`src/rtl/fpag_pkg.sv`:
```
package fpag_pkg;
  typedef enum logic [1:0] {
    MOD_NONE = 2'b00,
    MOD_INC  = 2'b01,
    MOD_DEC  = 2'b10,
    MOD_RSVD = 2'b11
  } fp_mod_e;

  localparam logic SEL_BASE = 1'b0;
  localparam logic SEL_OFFS = 1'b1;
endpackage

```
`src/rtl/fpag_step.sv`:
```
// Offset modifier: wraps inside OFFS_W bits, no carry out.
module fpag_step #(
  parameter int OFFS_W = 8
) (
  input  logic [OFFS_W-1:0] offs_i,
  input  logic [1:0]        mode_i,
  output logic [OFFS_W-1:0] offs_o
);
  import fpag_pkg::*;

  fp_mod_e mode;
  assign mode = fp_mod_e'(mode_i);

  always_comb begin
    unique case (mode)
      MOD_INC: offs_o = offs_i + OFFS_W'(1);
      MOD_DEC: offs_o = offs_i - OFFS_W'(1);
      default: offs_o = offs_i;
    endcase
  end
endmodule

```
`src/rtl/fpag_sum.sv`:
```
// Address adder: reads use the old offset, writes the stepped one.
module fpag_sum #(
  parameter int ADDR_W = 16,
  parameter int OFFS_W = 8
) (
  input  logic [ADDR_W-1:0] base_i,
  input  logic [OFFS_W-1:0] offs_old_i,
  input  logic [OFFS_W-1:0] offs_new_i,
  input  logic              is_wr_i,
  output logic [ADDR_W-1:0] addr_o
);
  localparam int PAD_W = ADDR_W - OFFS_W;

  logic [OFFS_W-1:0] offs_sel;
  assign offs_sel = is_wr_i ? offs_new_i : offs_old_i;
  assign addr_o   = base_i + {{PAD_W{1'b0}}, offs_sel};
endmodule

```
`src/rtl/fpag_regs.sv`:
```
// Base and offset registers; a direct offset write beats a step.
module fpag_regs #(
  parameter int ADDR_W = 16,
  parameter int OFFS_W = 8
) (
  input  logic              clk,
  input  logic              rst_n,
  input  logic              wr_en_i,
  input  logic              wr_sel_i,
  input  logic [ADDR_W-1:0] wdata_i,
  input  logic              step_en_i,
  input  logic [OFFS_W-1:0] offs_step_i,
  output logic [ADDR_W-1:0] base_o,
  output logic [OFFS_W-1:0] offs_o
);
  import fpag_pkg::*;

  always_ff @(posedge clk) begin
    if (!rst_n) begin
      base_o <= '0;
      offs_o <= '0;
    end else begin
      if (wr_en_i && wr_sel_i == SEL_BASE)
        base_o <= wdata_i;
      if (wr_en_i && wr_sel_i == SEL_OFFS)
        offs_o <= wdata_i[OFFS_W-1:0];
      else if (step_en_i)
        offs_o <= offs_step_i;
    end
  end
endmodule

```
`src/rtl/fpag_out.sv`:
```
// One-entry result slot with valid/ready.
module fpag_out #(
  parameter int ADDR_W = 16
) (
  input  logic              clk,
  input  logic              rst_n,
  input  logic              load_i,
  input  logic [ADDR_W-1:0] addr_i,
  input  logic              ready_i,
  output logic              valid_o,
  output logic [ADDR_W-1:0] addr_o,
  output logic              space_o
);
  assign space_o = !valid_o || ready_i;

  always_ff @(posedge clk) begin
    if (!rst_n) begin
      valid_o <= 1'b0;
      addr_o  <= '0;
    end else if (load_i) begin
      valid_o <= 1'b1;
      addr_o  <= addr_i;
    end else if (ready_i) begin
      valid_o <= 1'b0;
    end
  end
endmodule

```
`src/rtl/fpag_top.sv`:
```
module fpag_top #(
  parameter int ADDR_W = 16,
  parameter int OFFS_W = 8
) (
  input  logic              clk,
  input  logic              rst_n,
  input  logic              reg_wr_en,
  input  logic              reg_wr_sel,
  input  logic [ADDR_W-1:0] reg_wdata,
  input  logic              reg_rd_sel,
  output logic [ADDR_W-1:0] reg_rdata,
  input  logic              acc_valid,
  output logic              acc_ready,
  input  logic              acc_is_wr,
  input  logic [1:0]        acc_mode,
  output logic              fp_valid,
  input  logic              fp_ready,
  output logic [ADDR_W-1:0] fp_addr,
  output logic [OFFS_W-1:0] offs_out
);
  import fpag_pkg::*;

  localparam int PAD_W = ADDR_W - OFFS_W;

  logic [ADDR_W-1:0] base_q;
  logic [OFFS_W-1:0] offs_q;
  logic [OFFS_W-1:0] offs_step;
  logic [ADDR_W-1:0] addr_next;
  logic              fire;

  assign fire = acc_valid && acc_ready;

  fpag_step #(.OFFS_W(OFFS_W)) u_step (
    .offs_i (offs_q),
    .mode_i (acc_mode),
    .offs_o (offs_step)
  );

  fpag_sum #(.ADDR_W(ADDR_W), .OFFS_W(OFFS_W)) u_sum (
    .base_i     (base_q),
    .offs_old_i (offs_q),
    .offs_new_i (offs_step),
    .is_wr_i    (acc_is_wr),
    .addr_o     (addr_next)
  );

  fpag_regs #(.ADDR_W(ADDR_W), .OFFS_W(OFFS_W)) u_regs (
    .clk         (clk),
    .rst_n       (rst_n),
    .wr_en_i     (reg_wr_en),
    .wr_sel_i    (reg_wr_sel),
    .wdata_i     (reg_wdata),
    .step_en_i   (fire),
    .offs_step_i (offs_step),
    .base_o      (base_q),
    .offs_o      (offs_q)
  );

  fpag_out #(.ADDR_W(ADDR_W)) u_out (
    .clk     (clk),
    .rst_n   (rst_n),
    .load_i  (fire),
    .addr_i  (addr_next),
    .ready_i (fp_ready),
    .valid_o (fp_valid),
    .addr_o  (fp_addr),
    .space_o (acc_ready)
  );

  assign offs_out  = offs_q;
  assign reg_rdata = (reg_rd_sel == SEL_OFFS) ? {{PAD_W{1'b0}}, offs_q} : base_q;
endmodule

```
`config.mk`:
```
export PLATFORM = sky130hd
export DESIGN_NAME = fpag_top
export DESIGN_NICKNAME = d
export VERILOG_FILES = /design/src/rtl/fpag_pkg.sv /design/src/rtl/fpag_step.sv /design/src/rtl/fpag_sum.sv /design/src/rtl/fpag_regs.sv /design/src/rtl/fpag_out.sv /design/src/rtl/fpag_top.sv
export SDC_FILE = /design/constraint.sdc
export NUM_CORES = 1
export LEC_CHECK = 0
export BUFFER_PORTS_ARGS = -buffer_cell sky130_fd_sc_hd__clkbuf_2
export CAP_MARGIN = 20
export CORE_MARGIN = 8
export CORE_UTILIZATION = 30
export DETAILED_ROUTE_END_ITERATION = 7
export GPL_TIMING_DRIVEN = 0
export PLACE_DENSITY_LB_ADDON = 0.08
export SETUP_SLACK_MARGIN = 0.15
export SLEW_MARGIN = 0
export SYNTH_ARGS = -nofsm -noshare
export SYNTH_HDL_FRONTEND = slang
export SYNTH_SLANG_ARGS = --single-unit
```
`constraint.sdc`:
```
create_clock -name clk -period 5.1 [get_ports clk]
set_input_delay 1.02 -clock clk [delete_from_list [all_inputs] [get_ports clk]]
set_output_delay 1.02 -clock clk [all_outputs]
set_load 0.01 [all_outputs]
```
Word level (Yosys, flattened, before mapping)
Cells that the tools add are included.

Output and inout bits: 42. Bits in registers: 41. Input bits: 26. Word-level logic and storage cells: 24.

Multiplexer cells: 7. $add $sub $neg: 3. Bitwise gates (word level): 1. Reductions and logical operators: 7. Equality and inequality tests: 2.

Operators with widths (count): $mux W8 (3); $add A16 B8 Y16 (1); $mux W16 (1); $pmux W8 S2 (1); $add A8 B1 Y8 const B (1); $sub A8 B1 Y8 const B (1); $reduce_bool A2 Y1 (2); $logic_and A1 B1 Y1 (3); $eq A2 B1 Y1 const B (1); $eq A2 B2 Y1 const B (1); $mux W1 (2); $logic_not A1 Y1 (1); $logic_or A1 B1 Y1 (1); $not A1 Y1 (1).

Longest topological paths before layout
Gate-level depths: netlist of the first run.

Depth in word-level cells: 5. Depth in mapped cells: 18. Mapped depth without buffers: 16.

Cells and area by module
From an unflattened synthesis of the first run, not the netlist that was laid out.

Cell total of the unflattened synthesis: 340. Area, all modules: 3140.5 um2.

By module, submodules not included: fpag_regs (instances 1, area an instance 1024.7 um2, cells each 107, seq. area each 480.5 um2); fpag_step (instances 1, area an instance 676.9 um2, cells each 91, seq. area each 0.0 um2); fpag_out (instances 1, area an instance 653.1 um2, cells each 55, seq. area each 340.3 um2); fpag_sum (instances 1, area an instance 585.6 um2, cells each 68, seq. area each 0.0 um2); fpag_top (instances 1, area an instance 200.2 um2, cells each 19, seq. area each 0.0 um2).

Worst setup path before layout of the first run
OpenSTA, ideal clock, no wires.

Kind: input-to-reg. Start: input acc_mode[0]. End: register u_out.addr_o[13]. Cell stages on the path: 18. Path buffers: 2. Slack: 0.682 ns. Arrival: 4.339 ns. Setup time: 0.079 ns. Data required time: 5.021 ns. Path through: inv_1 > ha_1 > buf_2 > buf_2 > xor2_1 > ha_1 > or3_1 > a21oi_1 > o211a_1 > nor3_1 > nor2_1 > xor2_1 > ha_1 > a21o_1 > a21oi_1 > a21boi_0 > mux2_2 > o211ai_1.

Cells in the longest elaborated chain, start to end: 4. Elaborated cells between the ends (all ways): 5. Classes of those cells: 1 x add/sub; 2 x eq/ne; 2 x mux.

Ends and longest elaborated chain: from (decl) (RTL line fpag_top.sv:15) `input logic [1:0] acc_mode,`; $eq A2 B2 Y1 / $eq A2 B1 Y1 (equally long branches) (RTL line fpag_step.sv:15) `unique case (mode)`; $pmux W8 S2 (*) (RTL line fpag_step.sv:15); $mux W8 (*) (RTL line fpag_sum.sv:15) `assign offs_sel = is_wr_i ? offs_new_i : offs_old_i;`; $add A16 B8 Y16 (*) (RTL line fpag_sum.sv:16) `assign addr_o = base_i + {{PAD_W{1'b0}}, offs_sel};`; to (signal assigned) (RTL line fpag_out.sv:22) `addr_o <= addr_i;`; to (decl) (RTL line fpag_out.sv:11) `output logic [ADDR_W-1:0] addr_o,`.

Every way passes the cells marked *; elsewhere a longest branch is shown, timed or not. A chain may end at the register's enable or synchronous reset.

Final worst setup path of the first run
Same ends and word-level chain as after synthesis.

==> impl_metrics.csv, run 1 <==
group,metric,value,unit
routing,drc_errors,0,
routing,postRouteAntennaNets,0,
sta,fmax,0.219,GHz
routing,totalWireLength,8460,um
worst_setup_path,crit_fanout,10,
floorplan,die_area,0.0120,mm2
floorplan,start_util,30.6,%
global_routing,grt_usage,14.4,%
sta,finalSetupViolCount,0,
worst_setup_path,cp.arrival,4.80,ns
routing,viasPerCell,5.17,
logic_synthesis,syn_inst,339,
power_and_ir_drop,p_leak,0.00136,uW
logic_synthesis,synth_top_area_share,31.2,%
clock_tree,clk_latency,0.30,ns
place,numPortBuffers,66,
worst_setup_path,worstSetupEndpointType,"register",
clock_tree,clk_pin_slew_worst_paths,0.09,ns
power_and_ir_drop,power_density,250,mW/mm2
clock_tree,cts_resized,0,
outcome,outcome,"finished clean",
global_routing,grt_pass1_wl,13500,um
floorplan,io_pins,68,
routing,post_drt_wl_per_cell,16.2,um
sta,hold_viol,0,
sta,period_share,89.7,%
logic_synthesis,yosys_warnings,0,
floorplan,dieHeight,110,um
worst_setup_path,critPathKind,"in -> reg",
sta,rsz0062_at_grt,"no",
logic_synthesis,synth_area_leaders,"dfxtp_1 (31%), nand2_1 (7.8%), a21oi_1 (7.0%)",
clock_tree,cts_sinks,41,
layout,drive_above_1_share,22.0,%
sta,worst_pin_slew,0.619,ns
floorplan,core.rowCount,34,
logic_synthesis,synth_edf_count,0,
global_routing,grt_max_degree,14,
logic_synthesis,async_flop_share,0,%
global_routing,antenna_found_initial,0,
layout,fin_util,37.2,%
routing,drt_first_pass_iters,4,
clock_tree,cts_tree,"yes",
sta,timing.final.ws_setup,0.527,ns
logic_synthesis,syn_area,0.00263,mm2
sta,fin_crit,4.57,ns
layout,nNetsFinal,451,
place,gp_congestion,0.783,
logic_synthesis,synth_nets,378,
logic_synthesis,yosys.cell_count.top_type,"nand2_1",
clock_tree,cts_setup_buffers,0,
clock_tree,cts_htree_levels,2,
logic_synthesis,synth.distinct_cells,49,
logic_synthesis,ys_seq_area_share,31.2,%
global_routing,grt_pass1_vias,2674,
clock_tree,cts_root_buf,"clkbuf_8",
floorplan,coreArea,0.00859,mm2
routing,num_vias,2691,
logic_synthesis,yosys.area.top_type,"dfxtp_1",
logic_synthesis,yosys_register_bits,41,
layout,diodes,0,
layout,nFillCells,980,
floorplan,fp.dieW,110,um
worst_hold_path,hold_path_class,"reg -> reg",
sta,drv_slew,0,
worst_setup_path,cp_data_required_time,5.33,ns
power_and_ir_drop,ir_drop,0.0976,mV
clock_tree,cts_buffers,5,
place,dp_slack,-0.0286,ns
sta,fin_skew,0.0102,ns
clock_tree,cts_buffer_depth,2,
worst_setup_path,startpoint_type,"input port",
logic_synthesis,synth_area_per_cell,7.76,um2
global_routing,grt_overflow,0,
logic_synthesis,dominantRegCellSynth,"dfxtp_1",
run,maxCapViolations,0,
sta,slew-limit-headroom,58.7,%
place,hpwlAfterDp,6550,um
clock_tree,hold_buffers,0,
routing,drt-initial-drc-count,131,
layout,area.growth.synth_to_final,21.6,%
logic_synthesis,synth_common_cells,"nand2_1 (55), dfxtp_1 (41), a21oi_1 (37)",
cell type report:
cell class	count	area (um2)	share of cell area (%)
buffer	26	104	3.25
clock buffer	5	68.8	2.15
clock inverter	3	17.5	0.548
inverter	5	18.8	0.587
multi-input combinational	267	1700	53.2
sequential	41	821	25.7
tap	108	135	4.23
timing repair buffer	66	330	10.3
layout by cell type, fill, tap and decap left out, types with 10 or more instances in the layout:
master / netlist / routed
clkbuf_2: 0 / 66
nand2_1: 55 / 55
dfxtp_1: 41 / 41
a21oi_1: 37 / 37
clkbuf_1: 19 / 19
o21ai_0: 18 / 18
xnor2_1: 13 / 13
nor2_1: 13 / 13
ha_1: 12 / 12
nand3_1: 10 / 10
nor2b_1: 10 / 10
mux2_2: 10 / 10
critical path, cell delays in order:
cell	delay (ns)
clkbuf_2	0.08
inv_1	0.07
ha_1	0.22
buf_2	0.23
buf_2	0.26
xor2_1	0.10
ha_1	0.23
or3_1	0.32
a21oi_1	0.29
o211a_1	0.21
nor3_1	0.06
nor2_1	0.12
xor2_1	0.21
ha_1	0.27
a21o_1	0.18
a21oi_1	0.19
a21boi_2	0.30
mux2_2	0.37
o211ai_1	0.08
state kept, by name, indices dropped and copies added (netlist names):
register and cells:
u_out.addr_o 16, u_out.valid_o 1, u_regs.base_o 16, u_regs.offs_o 8
power breakdown:
group | switching (uW) | internal [uW] | total, uW
sequential | 17.6 | 341 | 359
clock | 126 | 94.8 | 221
combinational | 131 | 89.0 | 220
total | 275 | 525 | 800
path summary, 6_finish.rpt:
check | from | to | slack [ns] | depth (start not counted)
max reg2reg | u_regs.offs_o[1] | u_out.addr_o[13] | 1.31 | 15
min | u_out.addr_o[4] | u_out.addr_o[4] | 0.45 | 2
min reg2reg | u_out.addr_o[4] | u_out.addr_o[4] | 0.45 | 2
max | acc_mode[0] | u_out.addr_o[13] | 0.53 | 19
layer usage:
layer	part of all wire, %	track usage (%)	vias to the layer above	wire length, um
met4	0.79	3.47	0	67
met1	51	20.4	1270	4280
met5	0	0	-	0
li1	-	-	1352	-
met2	43	21.7	62	3670
met3	5.2	2.75	7	442
per-stage QoR:
step / power (uW) / TNS (ns) / instances / cell area [um2] / hold WS, ns
after floorplan: 509 / 0 / 339 / 2630 / 0.451
after global placement: 586 / 0 / 513 / 3100 / 0.441
after detailed placement: 587 / -0.0286 / 513 / 3100 / 0.444
after CTS: 809 / 0 / 521 / 3180 / 0.456
after global routing: 851 / 0 / 521 / 3200 / 0.477
final: 800 / 0 / 521 / 3200 / 0.455
cells by family after synthesis:
kind of cell / synth area share [%]
XOR/XNOR: 7.33
AND/OR/NAND/NOR: 24.3
buffers and inverters: 4.66
multiplexers: 4.28
flip-flops: 31.2
adder cells (fa/ha/maj): 6.47
AO/OA/AOI/OAI: 21.8
(Power assumes the default switching activity.)
==> inputs of run 2 (changes only) <==
- PLACE_DENSITY: not set -> 0.49
- PLACE_DENSITY_LB_ADDON: 0.08 -> not set
==> impl_metrics.csv, run 2 (same netlist as run 1, synthesis figures left out) <==
group,metric,value,unit
worst_hold_path,hp-start,"u_out.addr_o[5]",
worst_setup_path,cp_data_required_time,5.33,ns
layout,nNetsFinal,451,
layout,fin_area,0.00321,mm2
clock_tree,cts_tree,"yes",
clock_tree,cts_sinks,41,
sta,hold_ws,0.464,ns
global_routing,grt_usage,14.2,%
global_routing,grt_overflow,0,
routing,drt-initial-drc-count,118,
sta,fin_crit,4.59,ns
layout,mostFrequentLayoutCell,"clkbuf_2",
clock_tree,cts_setup_buffers,0,
routing,viasPerCell,5.09,
worst_setup_path,ff2ff_setup_slack,1.28,ns
floorplan,fp.dieW,110,um
layout,final_cell_mix,"clkbuf_2 (66), nand2_1 (55), dfxtp_1 (41), a21oi_1 (37), clkbuf_1 (19)",
routing,totalWireLength,8460,um
clock_tree,hold_buffers,0,
place,gp_congestion,0.782,
place,place_inst,513,
layout,reg_top3,"u_out.addr_o (16), u_regs.base_o (16), u_regs.offs_o (8)",
clock_tree,cts_buffers,5,
floorplan,coreArea,0.00859,mm2
power_and_ir_drop,p_leak,0.00137,uW
global_routing,grt_pass1_vias,2626,
place,hpwlAfterDp,6450,um
floorplan,start_util,30.6,%
sta,drv_slew,0,
clock_tree,clk_pin_slew_worst_paths,0.09,ns
sta,finalSetupViolCount,0,
sta,period_share,90.0,%
routing,drt_first_pass_iters,5,
routing,postRouteAntennaNets,0,
floorplan,die_area,0.0120,mm2
sta,fmax,0.218,GHz
worst_setup_path,cp.arrival,4.83,ns
power_and_ir_drop,ir_drop,0.119,mV
sta,hold_viol,0,
worst_setup_path,r2r_end,"u_out.addr_o[10]",
place,placed_area,0.00310,mm2
global_routing,antenna_found_initial,0,
clock_tree,clk_latency,0.30,ns
clock_tree,cts_htree_levels,2,
worst_setup_path,critPathKind,"in -> reg",
worst_setup_path,reg2reg_depth,14,
place,numPortBuffers,66,
layout,final_cell_count_no_fill,521,
worst_setup_path,startpoint_type,"input port",
worst_setup_path,crit_fanout,10,
sta,rsz0062_at_grt,"no",
floorplan,core.rowCount,34,
layout,area.growth.synth_to_final,22.2,%
sta,worst_pin_slew,0.624,ns
sta,fin_skew,0.0103,ns
worst_hold_path,hold_path_class,"reg -> reg",
sta,timing.final.ws_setup,0.508,ns
power_and_ir_drop,power_density,265,mW/mm2
layout,drive_above_1_share,22.0,%
sta,slew-limit-headroom,58.4,%
global_routing,grt_max_degree,15,
power_and_ir_drop,fin_total_pwr,852,uW
clock_tree,cts_resized,0,
clock_tree,cts_buffer_depth,2,
routing,drc_errors,0,
worst_setup_path,startpoint,"acc_mode[0]",
routing,post_drt_wl_per_cell,16.2,um
floorplan,dieHeight,110,um
worst_hold_path,holdPathStages,2,
worst_setup_path,crit_end,"u_out.addr_o[10]",
place,dp_slack,-0.0158,ns
run,maxCapViolations,0,
outcome,outcome,"finished clean",
clock_tree,cts_root_buf,"clkbuf_8",
layout,diodes,0,
worst_setup_path,rr_startpoint,"u_regs.offs_o[1]",
global_routing,grt_pass1_wl,13500,um
worst_setup_path,worstSetupEndpointType,"register",
floorplan,io_pins,68,
routing,num_vias,2654,
run 2: changes by cell type in the layout (fill, tap and decap cells not counted):
cell	previous run	this run
clkinv_2	2	0
a221oi_2	0	1
clkinv_4	0	1
bufinv_16	0	1
a221oi_4	1	0
run 2: how the worst min path moves through the flow:
stage	endpoint	slack, ns
after global placement	u_out.addr_o[0]	0.44
after floorplan	u_regs.base_o[0]	0.45
after CTS	u_out.addr_o[0]	0.47
after detailed placement	u_out.addr_o[0]	0.45
final	u_out.addr_o[5]	0.46
after global routing	u_out.addr_o[5]	0.48
run 2: power breakdown:
| group | switching (uW) | internal, uW |
|---|---|---|
| combinational | 131 | 88.9 |
| clock | 126 | 147 |
| sequential | 17.4 | 341 |
run 2: cell type report:
cell class	instances	area, um2
repair buffers	66	330
fillers	952	5380
flip-flops and latches	41	821
well taps	108	135
clock buffers	5	68.8
multi-input cells	267	1690
plain buffers	26	104
inverters	5	18.8
clock inverters	3	46.3
run 2: layer usage:
layer	GRT usage (%)	wire length, um	share of wire [%]
met5	0	0	0
met4	3.18	65	0.77
met3	2.70	455	5.4
met2	22.5	3830	45
met1	19.6	4120	49
run 2: stage by stage:
step	util [%]	TNS [ns]
global route	37.4	0
finish	37.4	0
global placement	36.0	0
CTS	37.4	0
floorplan	-	0
detailed placement	36.0	-0.0158
run 2: critical path: stages:
cell	delay, ns
clkbuf_2	0.08
inv_1	0.06
ha_1	0.21
buf_2	0.22
buf_2	0.25
xor2_1	0.10
ha_1	0.22
or3_1	0.30
a21oi_1	0.32
nor3_1	0.11
nor3_1	0.22
nor2_1	0.08
xor2_1	0.17
ha_1	0.35
and3_1	0.21
a221oi_2	0.53
o21ai_0	0.17
a31oi_1	0.19
==> inputs of run 3 (changes only) <==
- REMOVE_ABC_BUFFERS: not set -> 1
==> impl_metrics.csv, run 3 (same netlist as run 1, synthesis figures left out) <==
group,metric,value,unit
sta,rsz0062_at_grt,"no",
worst_setup_path,rr_startpoint,"u_regs.offs_o[1]",
clock_tree,clk_pin_slew_worst_paths,0.08,ns
floorplan,coreArea,0.00859,mm2
worst_setup_path,critical_path.cell_chain,"clkbuf_2 -> inv_1 -> ha_2 -> xor2_1 -> ha_1 -> a21boi_1 -> o22ai_1 -> or3_1 -> a21oi_1 -> xor2_1 -> ha_1 -> a21oi_1 -> o21ai_1 -> a21boi_0 -> mux2_2 -> o211ai_1",
global_routing,grt_overflow,0,
sta,finalSetupViolCount,0,
layout,area.growth.synth_to_final,18.0,%
sta,fin_crit,4.56,ns
clock_tree,cts_tree,"yes",
global_routing,grt_pass1_vias,2515,
worst_hold_path,min_to,"u_out.addr_o[3]",
sta,hold_viol,0,
place,gp_congestion,0.744,
worst_hold_path,holdPathStages,2,
sta,slew-limit-headroom,30.8,%
layout,mostFrequentLayoutCell,"clkbuf_2",
clock_tree,cts_sinks,41,
place,numPortBuffers,67,
routing,drt-initial-drc-count,118,
worst_setup_path,reg2reg_depth,13,
worst_setup_path,worstSetupEndpointType,"register",
routing,totalWireLength,7500,um
layout,diodes,0,
sta,fmax,0.219,GHz
layout,nNetsFinal,428,
sta,timing.final.ws_setup,0.539,ns
routing,drc_errors,0,
worst_setup_path,critPathKind,"in -> reg",
clock_tree,cts_htree_levels,2,
sta,worst_pin_slew,1.04,ns
floorplan,die_area,0.0120,mm2
layout,final_cell_mix,"clkbuf_2 (67), nand2_1 (55), dfxtp_1 (41), a21oi_1 (37), o21ai_0 (18)",
worst_setup_path,cp_slowest_stage_delay,0.50,ns
worst_hold_path,hp-start,"u_out.addr_o[3]",
clock_tree,cts_buffer_depth,2,
routing,drt_first_pass_iters,5,
layout,drive_above_1_share,22.6,%
global_routing,grt_pass1_wl,12300,um
sta,hold_ws,0.455,ns
power_and_ir_drop,ir_drop,0.110,mV
worst_hold_path,hold_path_class,"reg -> reg",
floorplan,io_pins,68,
worst_setup_path,ff2ff_setup_slack,1.28,ns
clock_tree,cts_setup_buffers,0,
run,maxCapViolations,0,
layout,seq_area,821,um2
clock_tree,cts_root_buf,"clkbuf_8",
sta,period_share,89.4,%
worst_setup_path,cp_slowest_cell,"a21boi_0",
layout,nFillCells,947,
worst_setup_path,startpoint_type,"input port",
floorplan,fp.dieW,110,um
floorplan,core.rowCount,34,
worst_setup_path,cp.arrival,4.78,ns
floorplan,start_util,30.6,%
worst_setup_path,crit_fanout,22,
routing,post_drt_wl_per_cell,15.1,um
global_routing,grt_usage,12.6,%
worst_setup_path,cp_data_required_time,5.32,ns
power_and_ir_drop,power_density,251,mW/mm2
routing,postRouteAntennaNets,0,
floorplan,dieHeight,110,um
sta,drv_slew,0,
clock_tree,clk_latency,0.29,ns
global_routing,antenna_found_initial,0,
worst_setup_path,r2r_end,"u_out.addr_o[13]",
power_and_ir_drop,p_leak,0.00133,uW
place,hpwlAfterDp,5590,um
routing,viasPerCell,5.09,
clock_tree,cts_buffers,5,
sta,finalSetupTns,0,ns
outcome,outcome,"finished clean",
layout,reg_top3,"u_out.addr_o (16), u_regs.base_o (16), u_regs.offs_o (8)",
clock_tree,hold_buffers,0,
routing,num_vias,2534,
place,dp_slack,0.0280,ns
layout,multiInputGateArea,0.00169,mm2
sta,fin_skew,0.00396,ns
global_routing,grt_max_degree,32,
-- run 3: changes by cell type in the layout (fill, tap and decap cells not counted), sizes merged --
cell,delta
buf,-5
clkbuf,-17
clkinvlp,-1
bufinv,-1
clkinv,+1
-- run 3: how the worst max path moves through the flow --
stage | to | startpoint | slack (ns) | cells after the start
after floorplan | u_out.addr_o[13] | acc_mode[0] | 0.71 | 16
after global placement | u_out.addr_o[13] | acc_mode[0] | 0.14 | 17
after detailed placement | u_out.addr_o[13] | acc_mode[0] | 0.03 | 16
after CTS | u_out.addr_o[13] | acc_mode[0] | 0.34 | 16
after global routing | u_out.addr_o[13] | acc_mode[0] | 0.20 | 17
final | u_out.addr_o[13] | acc_mode[0] | 0.54 | 16
-- run 3: timing repair --
item                                    CTS  global route
resized for setup                         0             1
endpoints found under the setup margin    0             5
hold endpoints to repair                  0             0
-- run 3: metal layers --
metal  wire length, um  part of all wire [%]  up-vias  global-route usage, %
met1              3450                    46     1167                   15.7
li1                  -                     -     1292                      -
met5                 0                     0        -                      0
met4                56                  0.75        0                   2.89
met3               507                   6.8        7                   2.99
met2              3480                    46       68                   21.5
-- run 3: report_power, final --
group	switching, uW	internal, uW
clock network	117	95.1
logic	110	85.0
registers	29.8	341
total	256	522
-- run 3: worst max-delay path: cells and delay by family --
kind / cells / cell delay (ns)
buffers and inverters: 2 / 0.15
XOR/XNOR: 2 / 0.38
AO/OA/AOI/OAI: 7 / 1.46
multiplexers: 1 / 0.40
adder cells (fa/ha/maj): 3 / 0.98
AND/OR/NAND/NOR: 1 / 0.39
-- run 3: metrics by stage --
step                total power, uW  std cells  instance area (um2)  utilization [%]
floorplan                       498        313                 2530                -
global placement                572        488                 3000             34.9
detailed placement              574        489                 3010             35.0
CTS                             787        497                 3090             36.0
global route                    830        498                 3100             36.1
finish                          778        498                 3100             36.1
-- run 3: final cells by class --
class	instances	share of cell area (%)
Tap cell	108	4.35
Clock buffer	6	2.34
Clock inverter	2	0.322
Multi-Input combinational cell	267	54.4
Inverter	5	0.605
Timing Repair Buffer	69	11.5
Sequential cell	41	26.4
